### src/rtl/slp_pkg.sv
package slp_pkg;
  localparam int CODE_W = 2;

  typedef enum logic [CODE_W-1:0] {
    SLP_RUN     = 2'b00,
    SLP_HALT    = 2'b01,
    SLP_SUSPEND = 2'b10,
    SLP_OFF     = 2'b11
  } slp_state_e;

  // Permitted-move table: returns 1 when tgt may follow cur.
  function automatic logic slp_move_ok(slp_state_e cur, slp_state_e tgt);
    logic ok;
    case (cur)
      SLP_RUN:  ok = (tgt == SLP_HALT);
      SLP_HALT: ok = (tgt != SLP_HALT);
      default:  ok = 1'b0;
    endcase
    return ok;
  endfunction

  // Entering any level other than running is announced.
  function automatic logic slp_announces(slp_state_e tgt);
    return tgt != SLP_RUN;
  endfunction
endpackage

### src/rtl/slp_judge.sv
module slp_judge
  import slp_pkg::*;
(
  input  logic       req_valid,
  input  slp_state_e cur,
  input  slp_state_e tgt,
  output logic       accept,
  output logic       reject
);
  logic ok;
  always_comb begin
    ok     = slp_move_ok(cur, tgt);
    accept = req_valid && ok;
    reject = req_valid && !ok;
  end
endmodule

### src/rtl/slp_state_reg.sv
module slp_state_reg
  import slp_pkg::*;
(
  input  logic       clk,
  input  logic       rst_n,
  input  logic       accept,
  input  slp_state_e tgt,
  output slp_state_e cur
);
  always_ff @(posedge clk or negedge rst_n) begin
    if (!rst_n)      cur <= SLP_RUN;
    else if (accept) cur <= tgt;
  end
endmodule

### src/rtl/slp_notify.sv
module slp_notify
  import slp_pkg::*;
(
  input  logic       clk,
  input  logic       rst_n,
  input  logic       accept,
  input  logic       reject,
  input  slp_state_e tgt,
  output logic       cmp_valid,
  output slp_state_e cmp_state,
  output logic       mce_pulse
);
  always_ff @(posedge clk or negedge rst_n) begin
    if (!rst_n) begin
      cmp_valid <= 1'b0;
      cmp_state <= SLP_RUN;
      mce_pulse <= 1'b0;
    end else begin
      cmp_valid <= accept && slp_announces(tgt);
      mce_pulse <= reject;
      if (accept) cmp_state <= tgt;
    end
  end
endmodule

### src/rtl/slp_state_ctrl.sv
module slp_state_ctrl
  import slp_pkg::*;
(
  input  logic              clk,
  input  logic              rst_n,
  input  logic              req_valid,
  input  logic [CODE_W-1:0] req_state,
  output logic [CODE_W-1:0] cur_state,
  output logic              cmp_valid,
  output logic [CODE_W-1:0] cmp_state,
  output logic              mem_selfrefresh_en,
  output logic              core_lowpwr_en,
  output logic              mce_pulse
);
  slp_state_e tgt;
  slp_state_e cur;
  slp_state_e cmp_code;
  logic       accept_ev;
  logic       reject_ev;

  assign tgt = slp_state_e'(req_state);

  slp_judge u_judge (
    .req_valid (req_valid),
    .cur       (cur),
    .tgt       (tgt),
    .accept    (accept_ev),
    .reject    (reject_ev)
  );

  slp_state_reg u_state (
    .clk    (clk),
    .rst_n  (rst_n),
    .accept (accept_ev),
    .tgt    (tgt),
    .cur    (cur)
  );

  slp_notify u_notify (
    .clk       (clk),
    .rst_n     (rst_n),
    .accept    (accept_ev),
    .reject    (reject_ev),
    .tgt       (tgt),
    .cmp_valid (cmp_valid),
    .cmp_state (cmp_code),
    .mce_pulse (mce_pulse)
  );

  assign cur_state          = cur;
  assign cmp_state          = cmp_code;
  assign core_lowpwr_en     = (cur == SLP_HALT);
  assign mem_selfrefresh_en = (cur == SLP_SUSPEND);
endmodule

### config.mk
export PLATFORM = sky130hd
export DESIGN_NAME = slp_state_ctrl
export DESIGN_NICKNAME = d
export VERILOG_FILES = /design/src/rtl/slp_pkg.sv /design/src/rtl/slp_judge.sv /design/src/rtl/slp_state_reg.sv /design/src/rtl/slp_notify.sv /design/src/rtl/slp_state_ctrl.sv
export SDC_FILE = /design/constraint.sdc
export NUM_CORES = 1
export LEC_CHECK = 0
export BUFFER_PORTS_ARGS = -buffer_cell sky130_fd_sc_hd__buf_2
export CELL_PAD_IN_SITES_DETAIL_PLACEMENT = 0
export CELL_PAD_IN_SITES_GLOBAL_PLACEMENT = 2
export CORE_AREA = 10 10 47 49
export CTS_BUF_LIST = sky130_fd_sc_hd__clkbuf_16
export DETAILED_ROUTE_END_ITERATION = 8
export DIE_AREA = 0 0 57 59
export GPL_TIMING_DRIVEN = 0
export HOLD_SLACK_MARGIN = 0.08
export PLACE_DENSITY = 0.57
export SLEW_MARGIN = 0
export SYNTH_ARGS = -nofsm -noshare
export SYNTH_HDL_FRONTEND = slang
export SYNTH_SLANG_ARGS = --single-unit
export TNS_END_PERCENT = 50
### constraint.sdc
create_clock -name clk -period 2.39 [get_ports clk]
set_clock_uncertainty 0.2 [all_clocks]
set_input_delay 0.1195 -clock clk [delete_from_list [all_inputs] [get_ports clk]]
set_output_delay 0.1195 -clock clk [all_outputs]
set_load 0.02 [all_outputs]
==> results_dict.tcl, run 1 <==
set metrics [dict create \
    run_status "completed" \
    reg2reg_from "u_notify.cmp_state[0]" \
    dp_slack_ns 1.165 \
    setup_total_negative_slack_ns 0 \
    final_layout_size_suffix_gt1_share_pct 45.00 \
    die_area_um2 3363 \
    cts-buffers-inserted 3 \
    initial_core_util_pct 14.64 \
    grt_util_all_layers_pct 4.565 \
    total_leakage_power_nw 0.1902 \
    grt_setup_unrepaired "false" \
    syn_inst 19 \
    reg2reg_setup_slack_ns 0.67 \
    final_common_cell "sky130_fd_sc_hd__buf_2" \
    achievable_freq_mhz 546.0 \
    initial_antenna_violation_count 0 \
    cts_buffer_depth 2 \
    clkLatencyLatePin_ns 0.22 \
    post_dp_cell_area_um2 285.3 \
    yosysWarnings 0 \
    via_count 214 \
    synth_top_cells_by_area "sky130_fd_sc_hd__dfrtp_1, sky130_fd_sc_hd__buf_4, sky130_fd_sc_hd__nand2b_1" \
    drcViolationCount 0 \
    post_synthesis_sequential_element_count 4 \
    endpoint_kind "flip-flop" \
    pwr_density_cell_nw_per_um2 1122 \
    yosys.area.top_type_share_pct 48.78 \
    grt_first_pass_wirelength_um 1117 \
    ir_drop_mv 0.2242 \
    worstPathMaxFanout 5 \
    timing.critical_path.mode_cell "sky130_fd_sc_hd__dlygate4sd3_1" \
    worst_hold_startpoint "u_notify.cmp_state[1]" \
    worst-setup-path-type "primary input to flip-flop" \
    cap_viol_max_count 0 \
    setup-violations-final 0 \
    clkSinkCount 4 \
    cts.htree.levels 1 \
    die-width_um 57 \
    synth_area_um2 205.2 \
    route.antenna.remaining_nets 0 \
    overflow 0 \
    holdCritPathClass "flip-flop to flip-flop" \
    place.port_buffers 12 \
    wire_per_inst_um 11.66 \
    yosysUniqueCellTypes 13 \
    worst-slew-pin-transition_ns 0.2610 \
    drv_slew 0 \
    avgSynthCellArea_um2 10.80 \
    gp_routability_congestion 0.6461 \
    clk_pin_slew_worst_paths_ns 0.03 \
    postSynthNetCount 24 \
    layout_worst_path_cycle_share_pct 76.63 \
    hold-path-cell-count 1 \
    grt_pass1_vias 238 \
    crit_path_start_kind "primary input" \
    num_antenna_cells 0 \
    ys_seq_area_share_pct 48.78 \
    finish.net_count 47 \
    detailedRoute.firstPassIterationCount 3 \
    boundaryPins 13 \
    final_cell_mix "sky130_fd_sc_hd__buf_2, sky130_fd_sc_hd__dlygate4sd3_1, sky130_fd_sc_hd__dfrtp_1, sky130_fd_sc_hd__clkbuf_16" \
    finalPower_uw 471.5 \
    min_delay_worst_endpoint "u_notify.cmp_state[1]" \
    critical_path.top_delay_family "buffers and inverters" \
    period_minus_ws_final_ns 1.831 \
    worst_slack_ns 0.5585 \
    area_growth_syn_to_layout_pct 104.9 \
    detailedRoute.firstIterationViolations 4 \
    slowest_stage_cell_crit_path "sky130_fd_sc_hd__dlygate4sd3_1" \
    grt_max_degree 9 \
    core_um2 1401 \
    via_per_inst 3.821 \
    slew-limit-headroom_pct 82.35 \
    clk_root_buffer_cell "sky130_fd_sc_hd__clkbuf_16" \
    cp.buffers_inverters 3 \
    synth.largest_area_cell "sky130_fd_sc_hd__dfrtp_1" \
    path_cells "dlygate4sd3_1 -> buf_2 -> nor4b_1 -> a211oi_1 -> dlygate4sd3_1" \
    row_count 14 \
    finalInstanceArea_um2 420.4 \
    critPathMaxStageDelay_ns 0.56 \
    reg2reg_depth 3 \
    routed_wl_um 653 \
    die_h_um 59 \
    timing.critical_path.required_ns 2.29 \
    cp.arrival_ns 1.73 \
    regToRegEndpoint "u_notify.mce_pulse" \
    cts-resized-gates 0 \
    tritoncts "done" \
    final_number_of_hold_violating_endpoints 0 \
]
[synth_stat cells (all sizes together)]
cell	number
inv	1
nor3b	1
nand2	1
or3b	1
nor2b	2
buf	2
dfrtp	4
nor4b	1
o22a	1
a211oi	1
nand2b	2
a21oi	1
o21bai	1
[layout make-up]
type,count,area (um^2)
fill,162,980.9
timing repair buffer,18,120.1
sequential,4,100.1
multi-input combinational,12,86.33
clock buffer,3,75.07
tap,16,20.02
buffer,2,15.01
inverter,1,3.754
[registers in the layout (all words and copies together) (netlist names)]
name	flops
u_notify.cmp_state	2
u_notify.cmp_valid	1
u_notify.mce_pulse	1
[what timing repair did]
item / CTS / global route
hold buffers: 6 / 0
setup buffers: 0 / 0
endpoints found under the setup margin: 0 / 0
hold endpoints to repair: 8 / 0
[where the power goes]
part | internal [mW] | leakage, nW | switching [mW]
logic | 0.0518 | 0.107 | 0.0649
clock network | 0.213 | 0.0370 | 0.0445
registers | 0.0782 | 0.0462 | 0.0186
total | 0.343 | 0.190 | 0.128
[metal layers]
| layer | GRT usage, % | up-vias | routed length, um |
|---|---|---|---|
| li1 | - | 108 | - |
| met1 | 4.106 | 90 | 271 |
| met2 | 5.581 | 14 | 238 |
| met3 | 4.936 | 2 | 122 |
| met4 | 4.027 | 0 | 19 |
| met5 | 0 | - | 0 |
[how the worst max path moves through the flow]
stage	startpoint	end	slack, ns	cells after the start
after floorplan	u_notify.cmp_state[0]	u_notify.mce_pulse	0.99	2
after detailed placement	u_notify.cmp_state[0]	u_notify.cmp_valid	1.16	2
after global placement	u_notify.cmp_state[0]	u_notify.cmp_valid	1.16	2
after CTS	req_state[1]	u_notify.mce_pulse	0.57	5
after global routing	req_state[1]	u_notify.mce_pulse	0.51	5
final	req_state[1]	u_notify.mce_pulse	0.56	5
[logic make-up (layout without fill, tap and decap cells)]
| family | count (synthesis) | count (layout) | synth area share (%) |
|---|---|---|---|
| simple gates | 8 | 8 | 26.22 |
| compound gates | 4 | 4 | 15.86 |
| flops | 4 | 4 | 48.78 |
| buf+inv | 3 | 24 | 9.142 |
[through the flow]
step / util [%] / hold slack [ns] / cells
global route: 30.00 / 0.5198 / 56
CTS: 30.00 / 0.4483 / 56
finish: 30.00 / 0.4475 / 56
detailed placement: 20.36 / -0.2743 / 47
global placement: 20.36 / -0.2775 / 47
floorplan: - / -0.3761 / 19
No activity file was read; power rests on OpenSTA's default activity.
==> run 2, diff against run 1 <==
--- a/config.mk
+++ b/config.mk
@@ -14,7 +14,7 @@
 export DIE_AREA = 0 0 57 59
 export GPL_TIMING_DRIVEN = 0
 export HOLD_SLACK_MARGIN = 0.08
-export PLACE_DENSITY = 0.57
+export PLACE_DENSITY = 0.59
 export SLEW_MARGIN = 0
 export SYNTH_ARGS = -nofsm -noshare
 export SYNTH_HDL_FRONTEND = slang
==> constraint.sdc (replaced) <==
create_clock -name clk -period 1.5 [get_ports clk]
set_clock_uncertainty 0.2 [all_clocks]
set_input_delay 0.075 -clock clk [delete_from_list [all_inputs] [get_ports clk]]
set_output_delay 0.075 -clock clk [all_outputs]
set_load 0.02 [all_outputs]
==> results_dict.tcl, run 2 (synthesis results as in run 1) <==
set metrics [dict create \
    wire_per_inst_um 12.42 \
    detailedRoute.firstIterationViolations 5 \
    via_count 227 \
    final_cell_mix "sky130_fd_sc_hd__buf_2, sky130_fd_sc_hd__dlygate4sd3_1, sky130_fd_sc_hd__dfrtp_1, sky130_fd_sc_hd__clkbuf_16" \
    num_antenna_cells 0 \
    grt_first_pass_wirelength_um 1097 \
    clkLatencyLatePin_ns 0.22 \
    die-width_um 57 \
    timing.critical_path.required_ns 1.22 \
    clk_pin_slew_worst_paths_ns 0.03 \
    drcViolationCount 0 \
    die_area_um2 3363 \
    cp.arrival_ns 1.08 \
    cts_buffer_depth 2 \
    drv_slew 0 \
    endpoint_kind "output port" \
    route.antenna.remaining_nets 0 \
    clockPowerShare_pct 55.0 \
    area_growth_syn_to_layout_pct 100.0 \
    clk_root_buffer_cell "sky130_fd_sc_hd__clkbuf_16" \
    worst-setup-path-type "flip-flop to output port" \
    worstPathMaxFanout 8 \
    setup_total_negative_slack_ns 0 \
    boundaryPins 13 \
    worst-slew-pin-transition_ns 0.2670 \
    place.port_buffers 12 \
    pwr-share-comb_pct 24.7 \
    detailedRoute.firstPassIterationCount 3 \
    placed_cells 47 \
    net-switching-power_uw 207.7 \
    holdCritPathClass "flip-flop to flip-flop" \
    via_per_inst 4.127 \
    dp_slack_ns 0.2582 \
    cts.htree.levels 1 \
    routed_wl_um 683 \
    die_h_um 59 \
    core_um2 1401 \
    final_layout_size_suffix_gt1_share_pct 46.15 \
    ir_drop_mv 0.4523 \
    number_of_flip_flops_in_the_largest_register 2 \
    crit_path_start_kind "flip-flop" \
    seq_power_share_pct 20.4 \
    gp_routability_congestion 0.6599 \
    clkSinkCount 4 \
    layout_worst_path_cycle_share_pct 90.38 \
    period_minus_ws_final_ns 1.356 \
    setup-violations-final 0 \
    grt_util_all_layers_pct 4.561 \
    grt_max_degree 9 \
    initial_core_util_pct 14.64 \
    finish.net_count 46 \
    grt_setup_unrepaired "false" \
    overflow 0 \
    tritoncts "done" \
    largest-register "u_notify.cmp_state" \
    row_count 14 \
    final_number_of_hold_violating_endpoints 0 \
    total_leakage_power_nw 0.1861 \
    slew-limit-headroom_pct 81.95 \
    achievable_freq_mhz 737.7 \
    layout_top_registers "u_notify.cmp_state (2), u_notify.cmp_valid (1), u_notify.mce_pulse (1)" \
    worst_slack_ns 0.1444 \
    power.switching_fraction_pct 27.57 \
    run_status "completed" \
    p_int_uw 545.7 \
    final_common_cell "sky130_fd_sc_hd__buf_2" \
    final-instance-count-excl-fill 55 \
    pwr_density_cell_nw_per_um2 1836 \
    cts-buffers-inserted 3 \
    cap_viol_max_count 0 \
    grt_pass1_vias 244 \
    initial_antenna_violation_count 0 \
]
run 2: cell types whose count changed in the layout (fill, tap and decap cells not counted):
cell,previous run,this run
sky130_fd_sc_hd__dlygate4sd3_1,6,5
run 2: routing by layer:
layer	global-route usage (%)	wire (um)	vias to the layer above
li1	-	-	105
met1	4.096	291	101
met2	5.426	250	16
met3	4.506	112	5
met4	5.034	29	0
met5	0	0	-
run 2: path summary, 6_finish.rpt:
| path | startpoint | end | slack, ns | cells after the start |
|---|---|---|---|---|
| min reg2reg | u_notify.cmp_state[1] | u_notify.cmp_state[1] | 0.44 | 1 |
| max reg2reg | u_notify.cmp_state[0] | u_notify.cmp_valid | 0.28 | 2 |
| max in group asynchronous | rst_n | u_notify.cmp_state[0] | 0.39 | 3 |
| min in group asynchronous | rst_n | u_notify.cmp_valid | 0.55 | 3 |
| max | u_notify.cmp_state[0] | core_lowpwr_en | 0.14 | 2 |
| min | u_notify.cmp_state[1] | u_notify.cmp_state[1] | 0.44 | 1 |
run 2: layout make-up:
type | count | area (um^2)
fillers | 155 | 991.0
repair buffers | 17 | 110.1
flip-flops and latches | 4 | 100.1
multi-input cells | 12 | 86.33
clock buffers | 3 | 75.07
well taps | 16 | 20.02
plain buffers | 2 | 15.01
inverters | 1 | 3.754
run 2: critical path: stages (launching register included):
cell and delay, ns:
sky130_fd_sc_hd__dfrtp_1 0.45, sky130_fd_sc_hd__nor2b_1 0.21, sky130_fd_sc_hd__buf_2 0.19
run 2: power by group through the flow:
| stage | Clock, mW | Combinational (mW) | Sequential (mW) |
|---|---|---|---|
| floorplan | 0 | 0.0929 | 0.168 |
| detailed placement | 0 | 0.179 | 0.158 |
| finish | 0.414 | 0.186 | 0.154 |
| global route | 0.425 | 0.200 | 0.162 |
| global placement | 0 | 0.180 | 0.156 |
| CTS | 0.421 | 0.189 | 0.156 |
run 2: what timing repair did:
action,4_1_cts,5_1_grt
gates resized for setup,0,0
endpoints found under the hold margin,8,0
setup buffers,0,0
hold buffers,5,0
run 2: metrics by stage:
step	total power [mW]	hold slack, ns	util, %	cell area (um^2)
after global placement	0.3357	-0.3226	20.36	285.3
after detailed placement	0.3364	-0.3191	20.36	285.3
after global routing	0.7871	0.4857	29.29	410.4
final	0.7534	0.4429	29.29	410.4
after CTS	0.7660	0.4500	29.29	410.4
after floorplan	0.2611	-0.4206	-	205.2
